===== config.mk =====
export PLATFORM = sky130hd
export DESIGN_NAME = tmr_cascade_pair
export DESIGN_NICKNAME = d
export VERILOG_FILES = /design/src/rtl/tmr_pkg.sv /design/src/rtl/tmr_evt_sync.sv /design/src/rtl/tmr_src_mux.sv /design/src/rtl/tmr_chan.sv /design/src/rtl/tmr_cascade_pair.sv
export SDC_FILE = /design/constraint.sdc
export NUM_CORES = 1
export LEC_CHECK = 0
export BUFFER_PORTS_ARGS = -buffer_cell sky130_fd_sc_hd__buf_4
export CORE_MARGIN = 3
export CORE_UTILIZATION = 58
export CTS_BUF_LIST = sky130_fd_sc_hd__clkbuf_8
export CTS_CLUSTER_SIZE = 16
export DETAILED_ROUTE_END_ITERATION = 8
export PLACE_DENSITY = 0.82
export RECOVER_POWER = 25
export SETUP_SLACK_MARGIN = 0.5
export SLEW_MARGIN = 40
export SYNTH_ARGS = -nofsm -noshare
export SYNTH_HDL_FRONTEND = slang
export SYNTH_SLANG_ARGS = --single-unit

===== constraint.sdc =====
create_clock -name clk -period 2.6 [get_ports clk]
set_input_delay 0.26 -clock clk [delete_from_list [all_inputs] [get_ports clk]]
set_output_delay 0.26 -clock clk [all_outputs]
set_load 0.02 [all_outputs]

===== src/rtl/tmr_pkg.sv =====
package tmr_pkg;
  parameter int unsigned CW   = 8;
  parameter int unsigned NTAP = 4;
  localparam int unsigned SELW = $clog2(NTAP + 1);
  localparam int unsigned NCH  = 2;

  typedef logic [SELW-1:0] csel_t;
  typedef logic [CW-1:0]   cnt_t;

  localparam csel_t SEL_EVT = csel_t'(NTAP);

  localparam logic [1:0] ADDR_CTL0 = 2'd0;
  localparam logic [1:0] ADDR_CTL1 = 2'd1;
  localparam logic [1:0] ADDR_RL0  = 2'd2;
  localparam logic [1:0] ADDR_RL1  = 2'd3;

  localparam int unsigned BIT_RUN  = 3;
  localparam int unsigned BIT_CASC = 4;
  localparam int unsigned BIT_CLR  = 5;
endpackage


===== src/rtl/tmr_evt_sync.sv =====
module tmr_evt_sync (
  input  logic clk,
  input  logic rst_n,
  input  logic pin_i,
  output logic rise_o
);
  logic s1_q, s2_q, d_q;

  always_ff @(posedge clk or negedge rst_n) begin
    if (!rst_n) begin
      s1_q <= 1'b0;
      s2_q <= 1'b0;
      d_q  <= 1'b0;
    end else begin
      s1_q <= pin_i;
      s2_q <= s1_q;
      d_q  <= s2_q;
    end
  end

  assign rise_o = s2_q & ~d_q;

  AST_EDGE_SINGLE: assert property (@(posedge clk) disable iff (!rst_n)
    rise_o |=> !rise_o);
endmodule


===== src/rtl/tmr_src_mux.sv =====
module tmr_src_mux
  import tmr_pkg::*;
(
  input  csel_t           sel_i,
  input  logic [NTAP-1:0] taps_i,
  input  logic            evt_rise_i,
  output logic            tick_o
);
  logic [NTAP-1:0] tap_hit;

  for (genvar k = 0; k < NTAP; k++) begin : g_tap
    assign tap_hit[k] = taps_i[k] & (sel_i == csel_t'(k));
  end

  always_comb begin
    tick_o = |tap_hit;
    if (sel_i == SEL_EVT) tick_o = evt_rise_i;
  end
endmodule


===== src/rtl/tmr_chan.sv =====
module tmr_chan
  import tmr_pkg::*;
(
  input  logic clk,
  input  logic rst_n,
  input  logic clr_i,
  input  logic adv_i,
  input  logic zero_i,
  output cnt_t cnt_o
);
  cnt_t cnt_q, cnt_d;

  always_comb begin
    cnt_d = cnt_q;
    if (clr_i || zero_i) cnt_d = '0;
    else if (adv_i)      cnt_d = cnt_q + cnt_t'(1);
  end

  always_ff @(posedge clk or negedge rst_n) begin
    if (!rst_n) cnt_q <= '0;
    else        cnt_q <= cnt_d;
  end

  assign cnt_o = cnt_q;
endmodule


===== src/rtl/tmr_cascade_pair.sv =====
module tmr_cascade_pair
  import tmr_pkg::*;
(
  input  logic            clk,
  input  logic            rst_n,
  input  logic            wr_en_i,
  input  logic [1:0]      wr_addr_i,
  input  logic [7:0]      wr_data_i,
  input  logic [NTAP-1:0] pre_tick_i,
  input  logic            evt_i,
  output logic [CW-1:0]   cnt_lo_o,
  output logic [CW-1:0]   cnt_hi_o,
  output logic [1:0]      sq_o,
  output logic [1:0]      irq_o,
  output logic            adc_start_o
);
  localparam cnt_t CNT_MAX = '1;

  csel_t    csel_q [NCH];
  cnt_t     rl_q   [NCH];
  cnt_t     cnt    [NCH];
  logic [NCH-1:0] run_q, flag_q, sq_q;
  logic     casc_q, adc_q;

  logic [NCH-1:0] wr_ctl, start, clr_flag, tick, go, hit;
  logic [NCH-1:0] ch_clr, ch_adv, ch_zero;
  logic [NCH-1:0] flag_d, sq_d;
  logic     evt_rise, full_match;

  tmr_evt_sync u_sync (
    .clk    (clk),
    .rst_n  (rst_n),
    .pin_i  (evt_i),
    .rise_o (evt_rise)
  );

  for (genvar i = 0; i < NCH; i++) begin : g_ch
    assign wr_ctl[i]   = wr_en_i && (wr_addr_i == (i == 0 ? ADDR_CTL0 : ADDR_CTL1));
    assign start[i]    = wr_ctl[i] && wr_data_i[BIT_RUN] && !run_q[i];
    assign clr_flag[i] = wr_ctl[i] && wr_data_i[BIT_CLR];
    assign go[i]       = tick[i] && run_q[i];

    tmr_src_mux u_mux (
      .sel_i      (csel_q[i]),
      .taps_i     (pre_tick_i),
      .evt_rise_i (evt_rise),
      .tick_o     (tick[i])
    );

    tmr_chan u_chan (
      .clk    (clk),
      .rst_n  (rst_n),
      .clr_i  (ch_clr[i]),
      .adv_i  (ch_adv[i]),
      .zero_i (ch_zero[i]),
      .cnt_o  (cnt[i])
    );
  end

  assign full_match = ({cnt[1], cnt[0]} == {rl_q[1], rl_q[0]});

  always_comb begin
    hit[0] = go[0] && (casc_q ? full_match : (cnt[0] == rl_q[0]));
    hit[1] = !casc_q && go[1] && (cnt[1] == rl_q[1]);

    ch_clr[0]  = start[0];
    ch_adv[0]  = go[0] && !hit[0];
    ch_zero[0] = hit[0];

    if (casc_q) begin
      ch_clr[1]  = start[0];
      ch_adv[1]  = go[0] && !hit[0] && (cnt[0] == CNT_MAX);
      ch_zero[1] = hit[0];
    end else begin
      ch_clr[1]  = start[1];
      ch_adv[1]  = go[1] && !hit[1];
      ch_zero[1] = hit[1];
    end

    flag_d = hit | (flag_q & ~clr_flag);
    sq_d   = sq_q ^ hit;
  end

  always_ff @(posedge clk or negedge rst_n) begin
    if (!rst_n) begin
      csel_q[0] <= '0;
      csel_q[1] <= '0;
      rl_q[0]   <= '0;
      rl_q[1]   <= '0;
      run_q     <= '0;
      casc_q    <= 1'b0;
      flag_q    <= '0;
      sq_q      <= '0;
      adc_q     <= 1'b0;
    end else begin
      flag_q <= flag_d;
      sq_q   <= sq_d;
      adc_q  <= |hit;
      if (wr_en_i) begin
        case (wr_addr_i)
          ADDR_CTL0: begin
            csel_q[0] <= wr_data_i[SELW-1:0];
            run_q[0]  <= wr_data_i[BIT_RUN];
            casc_q    <= wr_data_i[BIT_CASC];
          end
          ADDR_CTL1: begin
            csel_q[1] <= wr_data_i[SELW-1:0];
            run_q[1]  <= wr_data_i[BIT_RUN];
          end
          ADDR_RL0: rl_q[0] <= wr_data_i[CW-1:0];
          default:  rl_q[1] <= wr_data_i[CW-1:0];
        endcase
      end
    end
  end

  assign cnt_lo_o    = cnt[0];
  assign cnt_hi_o    = cnt[1];
  assign sq_o        = sq_q;
  assign irq_o       = flag_q;
  assign adc_start_o = adc_q;

  AST_WRAP_ZERO: assert property (@(posedge clk) disable iff (!rst_n)
    hit[0] |=> (cnt_lo_o == '0));
  AST_SQ_TOGGLE: assert property (@(posedge clk) disable iff (!rst_n)
    hit[0] |=> (sq_o[0] != $past(sq_o[0])));
  AST_ADC_ON_HIT: assert property (@(posedge clk) disable iff (!rst_n)
    (hit != '0) |=> adc_start_o);
  AST_ADC_QUIET: assert property (@(posedge clk) disable iff (!rst_n)
    (hit == '0) |=> !adc_start_o);
  AST_HIGH_HOLD: assert property (@(posedge clk) disable iff (!rst_n)
    (casc_q && !hit[0] && (cnt_lo_o != CNT_MAX) && !start[0]) |=> $stable(cnt_hi_o));
  AST_STOP_HOLD: assert property (@(posedge clk) disable iff (!rst_n)
    (!run_q[0] && !(wr_en_i && wr_addr_i == ADDR_CTL0)) |=> $stable(cnt_lo_o));
  AST_FLAG_SET: assert property (@(posedge clk) disable iff (!rst_n)
    hit[0] |=> irq_o[0]);
endmodule


==> metrics.yaml, run 1 <==
worst_setup_path:
  critPathSlowestCell: "or4b_1"
  arrival_ns: 2.36
  r2r_cells: 6
  startpoint_type: "register"
  r2r-end: "g_ch[1].u_chan.cnt_o[3]"
  r2r_start: "casc_q"
  ff2ff_setup_slack_ns: 0.48
  crit_type: "register to register"
  path_buf_inv: 0
  worstSetupEndpointType: "register"
  cp.required_ns: 2.84
  slowest_delay_ns: 0.53
  cp_cell_sequence: "or4b_1, o32a_1, and2_4, or2_4, a211o_1, a21oi_2"
  worst_path_dominant_cell_family: "simple AND/OR/NAND/NOR gates"
  cp_max_fo: 7
grt:
  grt_usage_pct: 21.8
  grt_util_met2_pct: 32.7
  grt_antenna_before_repair: 0
  met1_usage_pct: 30.6
  grt_pass1_vias: 1721
  grt_busiest_layer: "met2"
  grt_max_degree: 50
  grt_pass1_wl_um: 8310
  use_met3_pct: 4.32
  grt.overflow.total: 0
status:
  status: "completed"
drt:
  wl_per_cell_um: 16.7
  ant_nets: 0
  post-route-drc-count: 0
  drt_pre_antenna_iters: 4
  via_per_inst: 5.70
  first_iter_violations: 92
  routed_wl_um: 5140
  num_vias: 1756
synth:
  synth-seq-cells: 49
  ys.flop_type: "dfrtp_1"
  ys_seq_area_share_pct: 50.8
  yosysWarnings: 0
  netlist_area_mm2: 0.00241
  synth-edff-count: 0
  syn_inst: 212
  synth_cell_type_count: 41
  synth-async-reset-ratio_pct: 100
  syn_avg_cell_area_um2: 11.4
  syn_nets: 232
sta:
  rsz0062_at_grt: "true"
  drv_slew: 0
  setup_tns_ns: 0
  fmax_mhz: 471
  finalCritPeriodShare_pct: 81.6
  final-hold-violation-count: 0
  maxSlewHeadroom_pct: 20.6
  hold_slack_ns: 0.0701
  final.min_clock_period_ns: 2.12
  worst_slack_ns: 0.478
  finClkSkew_ns: 0.00823
  finalSetupViolCount: 0
  worstMarginPinSlew_ns: 1.19
clocking:
  path_clk_slew_ns: 0.09
  tritoncts: "done"
  ctsHtreeMaxLevel: 2
  numCtsBuffers: 5
  clkLatencyLatePin_ns: 0.31
  clk_path_buf_depth: 2
  root_buffer: "clkbuf_8"
  cts_sinks: 49
hold_path:
  hp-class: "primary input to register"
  hold_path_end: "u_sync.s1_q"
  hp-start: "evt_i"
  worstHoldPathCells: 1
job:
  maxCapViolations: 0
pwr:
  p_leak_nw: 1.30
  power_density_mw_per_mm2: 678
  peakVddDrop_mv: 0.493
layout:
  nets: 280
  area_growth_pct: 20.0
  num_antenna_cells: 0
  drive_gt1_share_pct: 31.9
die:
  num_rows: 22
  dieArea_mm2: 0.00497
  pin_count: 39
  start_util_pct: 63.1
  die_x_um: 70.5
  die_h_um: 70.5
  core_mm2: 0.00383
placed_design:
  dp_slack_ns: 0.471
  dpl.hpwl_um: 3770
  port_buffers: 38
  place_congestion: 0.850
[how the worst max path moves through the flow]
stage,from,endpoint,depth (start not counted)
after floorplan,casc_q,g_ch[1].u_chan.cnt_o[3],7
after global placement,casc_q,g_ch[1].u_chan.cnt_o[3],6
after detailed placement,casc_q,g_ch[1].u_chan.cnt_o[0],6
after CTS,casc_q,g_ch[1].u_chan.cnt_o[3],6
after global routing,casc_q,g_ch[1].u_chan.cnt_o[3],6
final,casc_q,g_ch[1].u_chan.cnt_o[3],6
[cell usage after synthesis (all sizes together), types with 3 or more instances]
cell type	instances	area, µm²
nor3	3	15.0
inv	4	15.0
nand3	9	45.0
dfrtp	49	1230
mux2i	8	80.1
nor2	12	45.0
nand4	7	43.8
o21ai	14	70.1
xnor2	10	87.6
nand3b	4	30.0
and2	3	18.8
xor2	14	123
nand2	16	60.1
a21oi	5	25.0
mux2	23	259
o211ai	3	22.5
[layer usage]
layer	vias up	share of wire [%]
met5	-	0
met4	0	2.2
met3	12	5.4
met2	55	45
met1	831	47
li1	858	-
[power breakdown]
| group | switching (W) | internal [W] |
|---|---|---|
| Sequential | 0.000130 | 0.000885 |
| Clock | 0.000254 | 0.000186 |
| Combinational | 0.000252 | 0.000257 |
[final cells by class]
class                           count  area (µm²)
Clock buffer                        5        68.8
Clock inverter                      2        16.3
Fill cell                         272         930
Inverter                            4        15.0
Multi-Input combinational cell    157        1190
Sequential cell                    49        1230
Tap cell                           48        60.1
Timing Repair Buffer               43         312
[through the flow]
| stage | util (%) | total power (W) | cell area (µm²) | cells |
|---|---|---|---|---|
| final | 75.7 | 0.00196 | 2900 | 308 |
| after global routing | 75.7 | 0.00207 | 2900 | 308 |
| after CTS | 75.1 | 0.00196 | 2880 | 305 |
| after detailed placement | 72.1 | 0.00152 | 2760 | 297 |
| after global placement | 72.1 | 0.00150 | 2760 | 297 |
| after floorplan | - | 0.00133 | 2410 | 212 |
[what timing repair did]
action                                 4_1_cts  5_1_grt
setup buffers                                0        3
setup endpoints to repair                    6        8
resized for setup                            7        8
hold buffers                                 1        0
endpoints found under the hold margin       49        0
gates cloned                                 0        0
[registers in the layout, indices dropped and copies added (netlist names)]
name               flops
u_sync.d_q             1
irq_o                  2
sq_o                   2
g_ch.u_chan.cnt_o     16
casc_q                 1
u_sync.s1_q            1
csel_q                 6
u_sync.s2_q            1
run_q                  2
adc_start_o            1
rl_q                  16
[cells in the final DEF, fill, tap and decap left out, drive strengths merged, types with 3 or more instances in the layout]
cell / instances
xnor2: 10
nor2: 12
nand3: 9
and2: 3
xor2: 14
o21ai: 14
mux2i: 8
inv: 4
a21oi: 5
nand4: 7
clkbuf: 10
nand3b: 4
nand2: 16
mux2: 23
dfrtp: 49
nor3: 3
o211ai: 3
buf: 37
[kinds of logic after synthesis]
logic type / share of synthesized area, %
AO/OA/AOI/OAI: 8.24
multiplexers: 15.0
flip-flops: 50.8
buffers and inverters: 0.984
adder cells (fa/ha/maj): 1.04
AND/OR/NAND/NOR: 15.2
XOR/XNOR: 8.71
Power figures use the tool's default switching activity.
==> run 2, diff against run 1 <==
--- a/config.mk
+++ b/config.mk
@@ -7,11 +7,11 @@
 export LEC_CHECK = 0
 export BUFFER_PORTS_ARGS = -buffer_cell sky130_fd_sc_hd__buf_4
 export CORE_MARGIN = 3
-export CORE_UTILIZATION = 58
+export CORE_UTILIZATION = 53
 export CTS_BUF_LIST = sky130_fd_sc_hd__clkbuf_8
 export CTS_CLUSTER_SIZE = 16
 export DETAILED_ROUTE_END_ITERATION = 8
-export PLACE_DENSITY = 0.82
+export PLACE_DENSITY = 0.79
 export RECOVER_POWER = 25
 export SETUP_SLACK_MARGIN = 0.5
 export SLEW_MARGIN = 40
==> constraint.sdc (replaced) <==
create_clock -name clk -period 1.8 [get_ports clk]
set_input_delay 0.18 -clock clk [delete_from_list [all_inputs] [get_ports clk]]
set_output_delay 0.18 -clock clk [all_outputs]
set_load 0.02 [all_outputs]
==> run 2 against run 1 <==
- the run now ends with negative setup slack left
- sequential power up 40%
- combinational power grew 110%
- utilization grew 4.6 points
- power grew 62%
- first-iteration DRC count grew 52%
- largest power group unchanged
==> metrics.yaml, run 2 (synthesis gave the netlist of run 1 again) <==
job:
  maxCapViolations: 0  # unchanged
drt:
  ant_nets: 0  # unchanged
  via_per_inst: 5.78  # was 5.70
  routed_wl_um: 6390  # was 5140 µm
  wl_per_cell_um: 18.2  # was 16.7 µm
  drt_pre_antenna_iters: 4  # unchanged
  post-route-drc-count: 0  # unchanged
  first_iter_violations: 140  # was 92
  num_vias: 2030  # was 1756
grt:
  grt_antenna_before_repair: 0  # unchanged
  use_met3_pct: 4.79  # was 4.32%
  grt_pass1_wl_um: 9870  # was 8310 µm
  grt_max_degree: 50  # unchanged
  grt.overflow.total: 0  # unchanged
  grt_busiest_layer: "met2"  # unchanged
  grt_util_met2_pct: 43.0  # was 32.7%
  grt_usage_pct: 24.2  # was 21.8%
  met1_usage_pct: 29.5  # was 30.6%
  grt_pass1_vias: 2065  # was 1721
pwr:
  peakVddDrop_mv: 0.761  # was 0.493 mV
  power_w: 0.00318  # was 0.00196 W
  power_density_mw_per_mm2: 943  # was 678 mW/mm²
  p_leak_nw: 1.53  # was 1.30 nW
clocking:
  tritoncts: "done"  # unchanged
  clk_path_buf_depth: 2  # unchanged
  root_buffer: "clkbuf_8"  # unchanged
  path_clk_slew_ns: 0.10  # was 0.09 ns
  cts_sinks: 49  # unchanged
  numCtsBuffers: 5  # unchanged
  ctsHtreeMaxLevel: 2  # unchanged
  clkLatencyLatePin_ns: 0.31  # about the same
sta:
  finalCritPeriodShare_pct: 115  # was 81.6%
  worst_slack_ns: -0.273  # was 0.478 ns
  drv_slew: 0  # unchanged
  fmax_mhz: 482  # was 471 MHz
  final-hold-violation-count: 0  # unchanged
  finalSetupViolCount: 18  # was 0
  worstMarginPinSlew_ns: 1.19  # about the same
  maxSlewHeadroom_pct: 20.8  # was 20.6%
  final.min_clock_period_ns: 2.07  # was 2.12 ns
  finClkSkew_ns: 0.0119  # was 0.00823 ns
  rsz0062_at_grt: "true"  # unchanged
layout:
  final_common_cell: "buf_4"  # was dfrtp_1
  num_antenna_cells: 0  # unchanged
  drive_gt1_share_pct: 50.2  # was 31.9%
  final_cell_mix: "buf_4 (68), dfrtp_1 (39), mux2_2 (23), xor2_1 (14)"  # was dfrtp_1 (46), buf_4 (37), mux2_2 (23), nand2_1 (16), xor2_1 (14)
  area_growth_pct: 39.9  # was 20.0%
  nets: 320  # was 280
  finish.utilization_pct: 80.3  # was 75.7%
  fillers: 269  # was 272
worst_setup_path:
  worst_path_dominant_cell_family: "simple AND/OR/NAND/NOR gates"  # unchanged
  cp_cell_sequence: "or4b_1, o32a_1, and2_4, or2_4, a211o_1, a21oi_1"  # was or4b_1, o32a_1, and2_4, or2_4, a211o_1, a21oi_2
  critPathSlowestCell: "or4b_1"  # unchanged
  cp_max_fo: 5  # was 7
  slowest_delay_ns: 0.51  # was 0.53 ns
  crit_type: "register to register"  # unchanged
  cp.required_ns: 2.03  # was 2.84 ns
  critPathLaunch: "csel_q[2]"  # was casc_q
  arrival_ns: 2.31  # was 2.36 ns
  path_buf_inv: 0  # unchanged
  r2r_start: "csel_q[2]"  # was casc_q
  worstSetupEndpointType: "register"  # unchanged
  startpoint_type: "register"  # unchanged
die:
  core_mm2: 0.00420  # was 0.00383 mm²
  start_util_pct: 57.4  # was 63.1%
  num_rows: 23  # was 22
  pin_count: 39  # unchanged
  dieArea_mm2: 0.00540  # was 0.00497 mm²
  die_x_um: 73.5  # was 70.5 µm
  die_h_um: 73.5  # was 70.5 µm
hold_path:
  hp-class: "primary input to register"  # unchanged
  hp-start: "wr_data_i[7]"  # was evt_i
placed_design:
  dpl.hpwl_um: 4190  # was 3770 µm
  place_congestion: 0.829  # was 0.850
  dp_slack_ns: -0.349  # was 0.471 ns
  port_buffers: 38  # unchanged
status:
  violations: "negative setup slack"
  status: "finished, violations left"  # was completed
## run 2: changes by cell type in the layout (fill, tap and decap cells not counted), moves of 5 or more
cell / before / now
dfrtp_1: 46 / 39
buf_4: 37 / 68
dfrtp_2: 3 / 10
nand2_2: 0 / 5
buf_6: 0 / 7
nand2_1: 16 / 10
## run 2: repair_timing
item / in CTS / in global routing
hold buffers: 2 / 0
setup buffers: 2 / 5
pin swaps: 17 / 9
resized for setup: 25 / 17
hold endpoints to repair: 50 / 0
gates cloned: 0 / 0
endpoints found under the setup margin: 21 / 21
## run 2: where the power goes
| group | switching [W] | leakage, nW | internal [W] | total [W] |
|---|---|---|---|---|
| Sequential | 0.000152 | 0.600 | 0.00128 | 0.00143 |
| Combinational | 0.000542 | 0.883 | 0.000550 | 0.00109 |
| Clock | 0.000381 | 0.0445 | 0.000276 | 0.000657 |
| Total | 0.00108 | 1.53 | 0.00211 | 0.00318 |
## run 2: per-layer routing
| layer | wire length [µm] | vias to the layer above |
|---|---|---|
| li1 | - | 945 |
| met3 | 334 | 15 |
| met1 | 2520 | 1007 |
| met5 | 0 | - |
| met4 | 157 | 0 |
| met2 | 3380 | 63 |
## run 2: final timing paths
path                       slack, ns                       to  cells after the start
setup / recovery               -0.27  g_ch[1].u_chan.cnt_o[3]                      6
hold / removal                  0.11                  rl_q[7]                      2
setup reg to reg               -0.27  g_ch[1].u_chan.cnt_o[3]                      6
hold reg to reg                 0.36              u_sync.s2_q                      0
max in group asynchronous       0.34  g_ch[0].u_chan.cnt_o[3]                      2
min in group asynchronous       0.65  g_ch[1].u_chan.cnt_o[4]                      2
## run 2: stage by stage
step | area [µm²] | setup TNS, ns | std cells | hold slack (ns)
detailed placement | 3060 | -2.16 | 334 | 0.231
global route | 3380 | -3.54 | 351 | 0.107
global placement | 3060 | -1.84 | 334 | 0.237
finish | 3380 | -2.20 | 351 | 0.115
CTS | 3290 | -1.20 | 346 | 0.111
floorplan | 2460 | -0.844 | 212 | -0.116
## run 2: worst reg2reg max path: cells and delay by family, from the launching register on
family | cells | cell delay, ns
simple gates | 3 | 0.96
flops | 1 | 0.38
compound gates | 3 | 0.66
## run 2: layout make-up
cell class | count | area [µm²] | share of cell area (%)
clock buffer | 5 | 68.8 | 2.04
clock inverter | 3 | 21.3 | 0.630
inverter | 4 | 15.0 | 0.445
multi-input combinational | 157 | 1330 | 39.5
sequential | 49 | 1240 | 36.7
tap | 50 | 62.6 | 1.85
timing repair buffer | 83 | 637 | 18.9
==> run 3, diff against run 2 <==
--- a/config.mk
+++ b/config.mk
@@ -5,13 +5,14 @@
 export SDC_FILE = /design/constraint.sdc
 export NUM_CORES = 1
 export LEC_CHECK = 0
+export ABC_AREA = 1
 export BUFFER_PORTS_ARGS = -buffer_cell sky130_fd_sc_hd__buf_4
 export CORE_MARGIN = 3
 export CORE_UTILIZATION = 53
 export CTS_BUF_LIST = sky130_fd_sc_hd__clkbuf_8
 export CTS_CLUSTER_SIZE = 16
 export DETAILED_ROUTE_END_ITERATION = 8
-export PLACE_DENSITY = 0.79
+export PLACE_DENSITY = 0.78
 export RECOVER_POWER = 25
 export SETUP_SLACK_MARGIN = 0.5
 export SLEW_MARGIN = 40
==> run 3 against run 2 <==
- the flow now finishes without violations
- flip-flop and latch count is the same
- combinational power up 6%
- clock power grew 0.8%
- final cell count grew 22%
==> metrics.yaml, run 3 <==
clocking:
  root_buffer: "clkbuf_8"  # unchanged
  clkLatencyLatePin_ns: 0.30  # was 0.31 ns
  tritoncts: "done"  # unchanged
  clk_path_buf_depth: 2  # unchanged
  path_clk_slew_ns: 0.09  # was 0.10 ns
  ctsHtreeMaxLevel: 2  # unchanged
  cts_sinks: 49  # unchanged
  numCtsBuffers: 5  # unchanged
synth:
  syn_inst: 319  # was 212
  synth-async-reset-ratio_pct: 100  # unchanged
  synth_cell_type_count: 30  # was 41
  synth-seq-cells: 49  # unchanged
  yosysWarnings: 0  # unchanged
  yosys.area.top_type_share_pct: 47.8  # was 50.8%
  synth_area_leaders: "dfrtp_1 (48%), nand2_1 (13%), inv_1 (6.6%), o21ai_0 (5.7%), xor2_1 (3.8%)"  # was dfrtp_1 (51%), mux2_2 (11%), xor2_1 (5.1%), xnor2_1 (3.6%), mux2i_1 (3.3%)
  syn_avg_cell_area_um2: 8.04  # was 11.4 µm²
  yosys.area.top_type: "dfrtp_1"  # unchanged
  synth_most_common_cell: "nand2_1"  # was dfrtp_1
  ys.flop_type: "dfrtp_1"  # unchanged
  synthTopCellsByCount: "nand2_1 (90), dfrtp_1 (49), inv_1 (45), o21ai_0 (29), nor2_1 (21)"  # was dfrtp_1 (49), mux2_2 (23), nand2_1 (16), xor2_1 (14), nor2_1 (12)
  syn_nets: 339  # was 232
  netlist_area_mm2: 0.00256  # was 0.00241 mm²
  ys_seq_area_share_pct: 47.8  # was 50.8%
  synth-edff-count: 0  # unchanged
layout:
  finish.utilization_pct: 71.3  # was 80.3%
  final_cell_mix: "nand2_1 (82), inv_1 (44), buf_4 (44), dfrtp_1 (36), o21ai_0 (29)"  # was buf_4 (68), dfrtp_1 (39), mux2_2 (23), xor2_1 (14)
  num_antenna_cells: 0  # unchanged
  area_growth_pct: 25.3  # was 39.9%
  final_common_cell: "nand2_1"  # was buf_4
  multiInputGateArea_mm2: 0.00124  # was 0.00133 mm²
  regArea_mm2: 0.00124  # about the same
  nets: 396  # was 320
  stdcell_area_mm2: 0.00321  # was 0.00338 mm²
  drive_gt1_share_pct: 28.4  # was 50.2%
  finalNonFillerCells: 429  # was 351
  fillers: 366  # was 269
sta:
  drv_slew: 0  # unchanged
  worstMarginPinSlew_ns: 1.22  # was 1.19 ns
  fmax_mhz: 613  # was 482 MHz
  rsz0062_at_grt: "true"  # unchanged
  finalSetupViolCount: 0  # was 18
  final.min_clock_period_ns: 1.63  # was 2.07 ns
  finClkSkew_ns: 0.0104  # was 0.0119 ns
  finalCritPeriodShare_pct: 90.6  # was 115%
  final-hold-violation-count: 0  # unchanged
  maxSlewHeadroom_pct: 19.0  # was 20.8%
  worst_slack_ns: 0.170  # was -0.273 ns
  setup_tns_ns: 0  # was -2.20 ns
placed_design:
  port_buffers: 38  # unchanged
  dpl.cell_count: 409  # was 334
  dp_slack_ns: 0.130  # was -0.349 ns
  place_congestion: 0.868  # was 0.829
  place_area_mm2: 0.00295  # was 0.00306 mm²
  dpl.hpwl_um: 4200  # was 4190 µm
grt:
  grt.overflow.total: 0  # unchanged
  grt_usage_pct: 21.6  # was 24.2%
  grt_antenna_before_repair: 0  # unchanged
  grt_pass1_wl_um: 9390  # was 9870 µm
  grt_pass1_vias: 2119  # was 2065
  grt_max_degree: 50  # unchanged
pwr:
  pwr-share-seq_pct: 45.8  # was 45.1%
  power_switching_w: 0.00123  # was 0.00108 W
  p_leak_nw: 1.72  # was 1.53 nW
  power_density_mw_per_mm2: 1040  # was 943 mW/mm²
  p_int_w: 0.00211  # about the same
  combPwrFrac_pct: 34.4  # was 34.3%
  clkPwrFrac_pct: 19.8  # was 20.6%
  peakVddDrop_mv: 0.540  # was 0.761 mV
  swShare_pct: 36.9  # was 33.8%
worst_setup_path:
  r2r-end: "g_ch[1].u_chan.cnt_o[6]"  # was g_ch[1].u_chan.cnt_o[3]
  cp_max_fo: 6  # was 5
  ff2ff_setup_slack_ns: 0.17  # was -0.27 ns
  cp.required_ns: 2.00  # was 2.03 ns
  r2r_cells: 10  # was 6
  crit_type: "register to register"  # unchanged
  worstSetupEndpointType: "register"  # unchanged
  startpoint_type: "register"  # unchanged
  arrival_ns: 1.83  # was 2.31 ns
  r2r_start: "g_ch[0].u_chan.cnt_o[0]"  # was csel_q[2]
drt:
  ant_nets: 0  # unchanged
  drt_pre_antenna_iters: 4  # unchanged
  first_iter_violations: 156  # was 140
  wl_per_cell_um: 13.8  # was 18.2 µm
  post-route-drc-count: 0  # unchanged
  num_vias: 2211  # was 2030
  via_per_inst: 5.15  # was 5.78
  routed_wl_um: 5900  # was 6390 µm
job:
  maxCapViolations: 0  # unchanged
die:
  die_x_um: 75.6  # was 73.5 µm
  start_util_pct: 56.9  # was 57.4%
  pin_count: 39  # unchanged
  die_h_um: 75.6  # was 73.5 µm
  core_mm2: 0.00450  # was 0.00420 mm²
  num_rows: 24  # was 23
  dieArea_mm2: 0.00571  # was 0.00540 mm²
status:
  status: "completed"  # was finished, violations left
hold_path:
  hp-start: "wr_data_i[1]"  # was wr_data_i[7]
  hold_path_end: "csel_q[1]"  # was rl_q[7]
  worstHoldPathCells: 3  # was 2
  hp-class: "primary input to register"  # unchanged
## run 3: cell count changes after synthesis, moves of 4 or more
cell	previous run	this run
nand2_2	0	8
mux2_2	23	0
inv_2	0	5
inv_1	4	45
xnor2_1	10	6
nor3_1	3	7
o21ai_0	11	29
mux2i_1	8	0
nor2_1	12	21
nand2_1	16	90
## run 3: worst max path at each step
stage / slack [ns] / depth (start not counted) / start / end
floorplan: 0.25 / 12 / g_ch[0].u_chan.cnt_o[6] / g_ch[1].u_chan.cnt_o[6]
global placement: 0.15 / 11 / g_ch[0].u_chan.cnt_o[6] / g_ch[1].u_chan.cnt_o[3]
detailed placement: 0.13 / 11 / g_ch[0].u_chan.cnt_o[6] / g_ch[1].u_chan.cnt_o[7]
CTS: 0.21 / 10 / rl_q[6] / g_ch[1].u_chan.cnt_o[4]
global route: 0.04 / 13 / csel_q[1] / g_ch[1].u_chan.cnt_o[7]
finish: 0.17 / 10 / g_ch[0].u_chan.cnt_o[0] / g_ch[1].u_chan.cnt_o[6]
## run 3: worst max-delay path, stage by stage (launching register included)
cell	delay, ns
dfrtp_2	0.44
ha_4	0.17
nand2_2	0.05
nor3_2	0.12
nand4_2	0.14
nor2_4	0.17
nand2_4	0.08
nand2_2	0.14
nand3_1	0.09
nand2_1	0.09
nor2_2	0.03
## run 3: cell families after synthesis
kind of cell	Yosys count	share of synthesized area (%)
AOI/OAI and AO/OA	42	8.74
adders and majority gates	2	0.976
buffers and inverters	53	8.05
DFF	49	47.8
xor gates and xnor gates	17	5.81
and+or+nand+nor	156	28.6
## run 3: timing repair
action / in CTS / in global routing
pin swaps: 1 / 6
hold buffers: 2 / 0
buffers inserted: 5 / 4
resized for setup: 10 / 18
hold endpoints to repair: 50 / 0
setup endpoints to repair: 20 / 20
gates cloned: 1 / 0
## run 3: metal layers
metal,share of wire (%),vias up,GRT usage (%),routed length (µm)
met4,1.3,0,5.05,78
met2,50,65,37.0,2960
met3,4.3,8,4.09,256
li1,-,1127,-,-
met1,44,1011,28.4,2610
met5,0,-,0,0
## run 3: cell type report
class / instances / share of cell area, %
inverter: 50 / 5.92
timing repair buffer: 52 / 12.0
clock buffer: 6 / 2.57
clock inverter: 2 / 0.234
multi-input combinational: 218 / 38.6
sequential: 49 / 38.7
tap: 52 / 2.02
## run 3: metrics by stage
step	hold slack (ns)	power, W
after floorplan	-0.116	0.00218
after global placement	0.236	0.00253
after detailed placement	0.240	0.00256
after CTS	0.108	0.00325
after global routing	0.122	0.00355
final	0.109	0.00335
## run 3: power by group through the flow
stage | Combinational, W | Sequential (W) | Clock (W)
after global routing | 0.00128 | 0.00156 | 0.000708
final | 0.00115 | 0.00153 | 0.000662
after global placement | 0.000978 | 0.00155 | 0
after CTS | 0.00105 | 0.00153 | 0.000671
after floorplan | 0.000535 | 0.00164 | 0
after detailed placement | 0.00100 | 0.00156 | 0
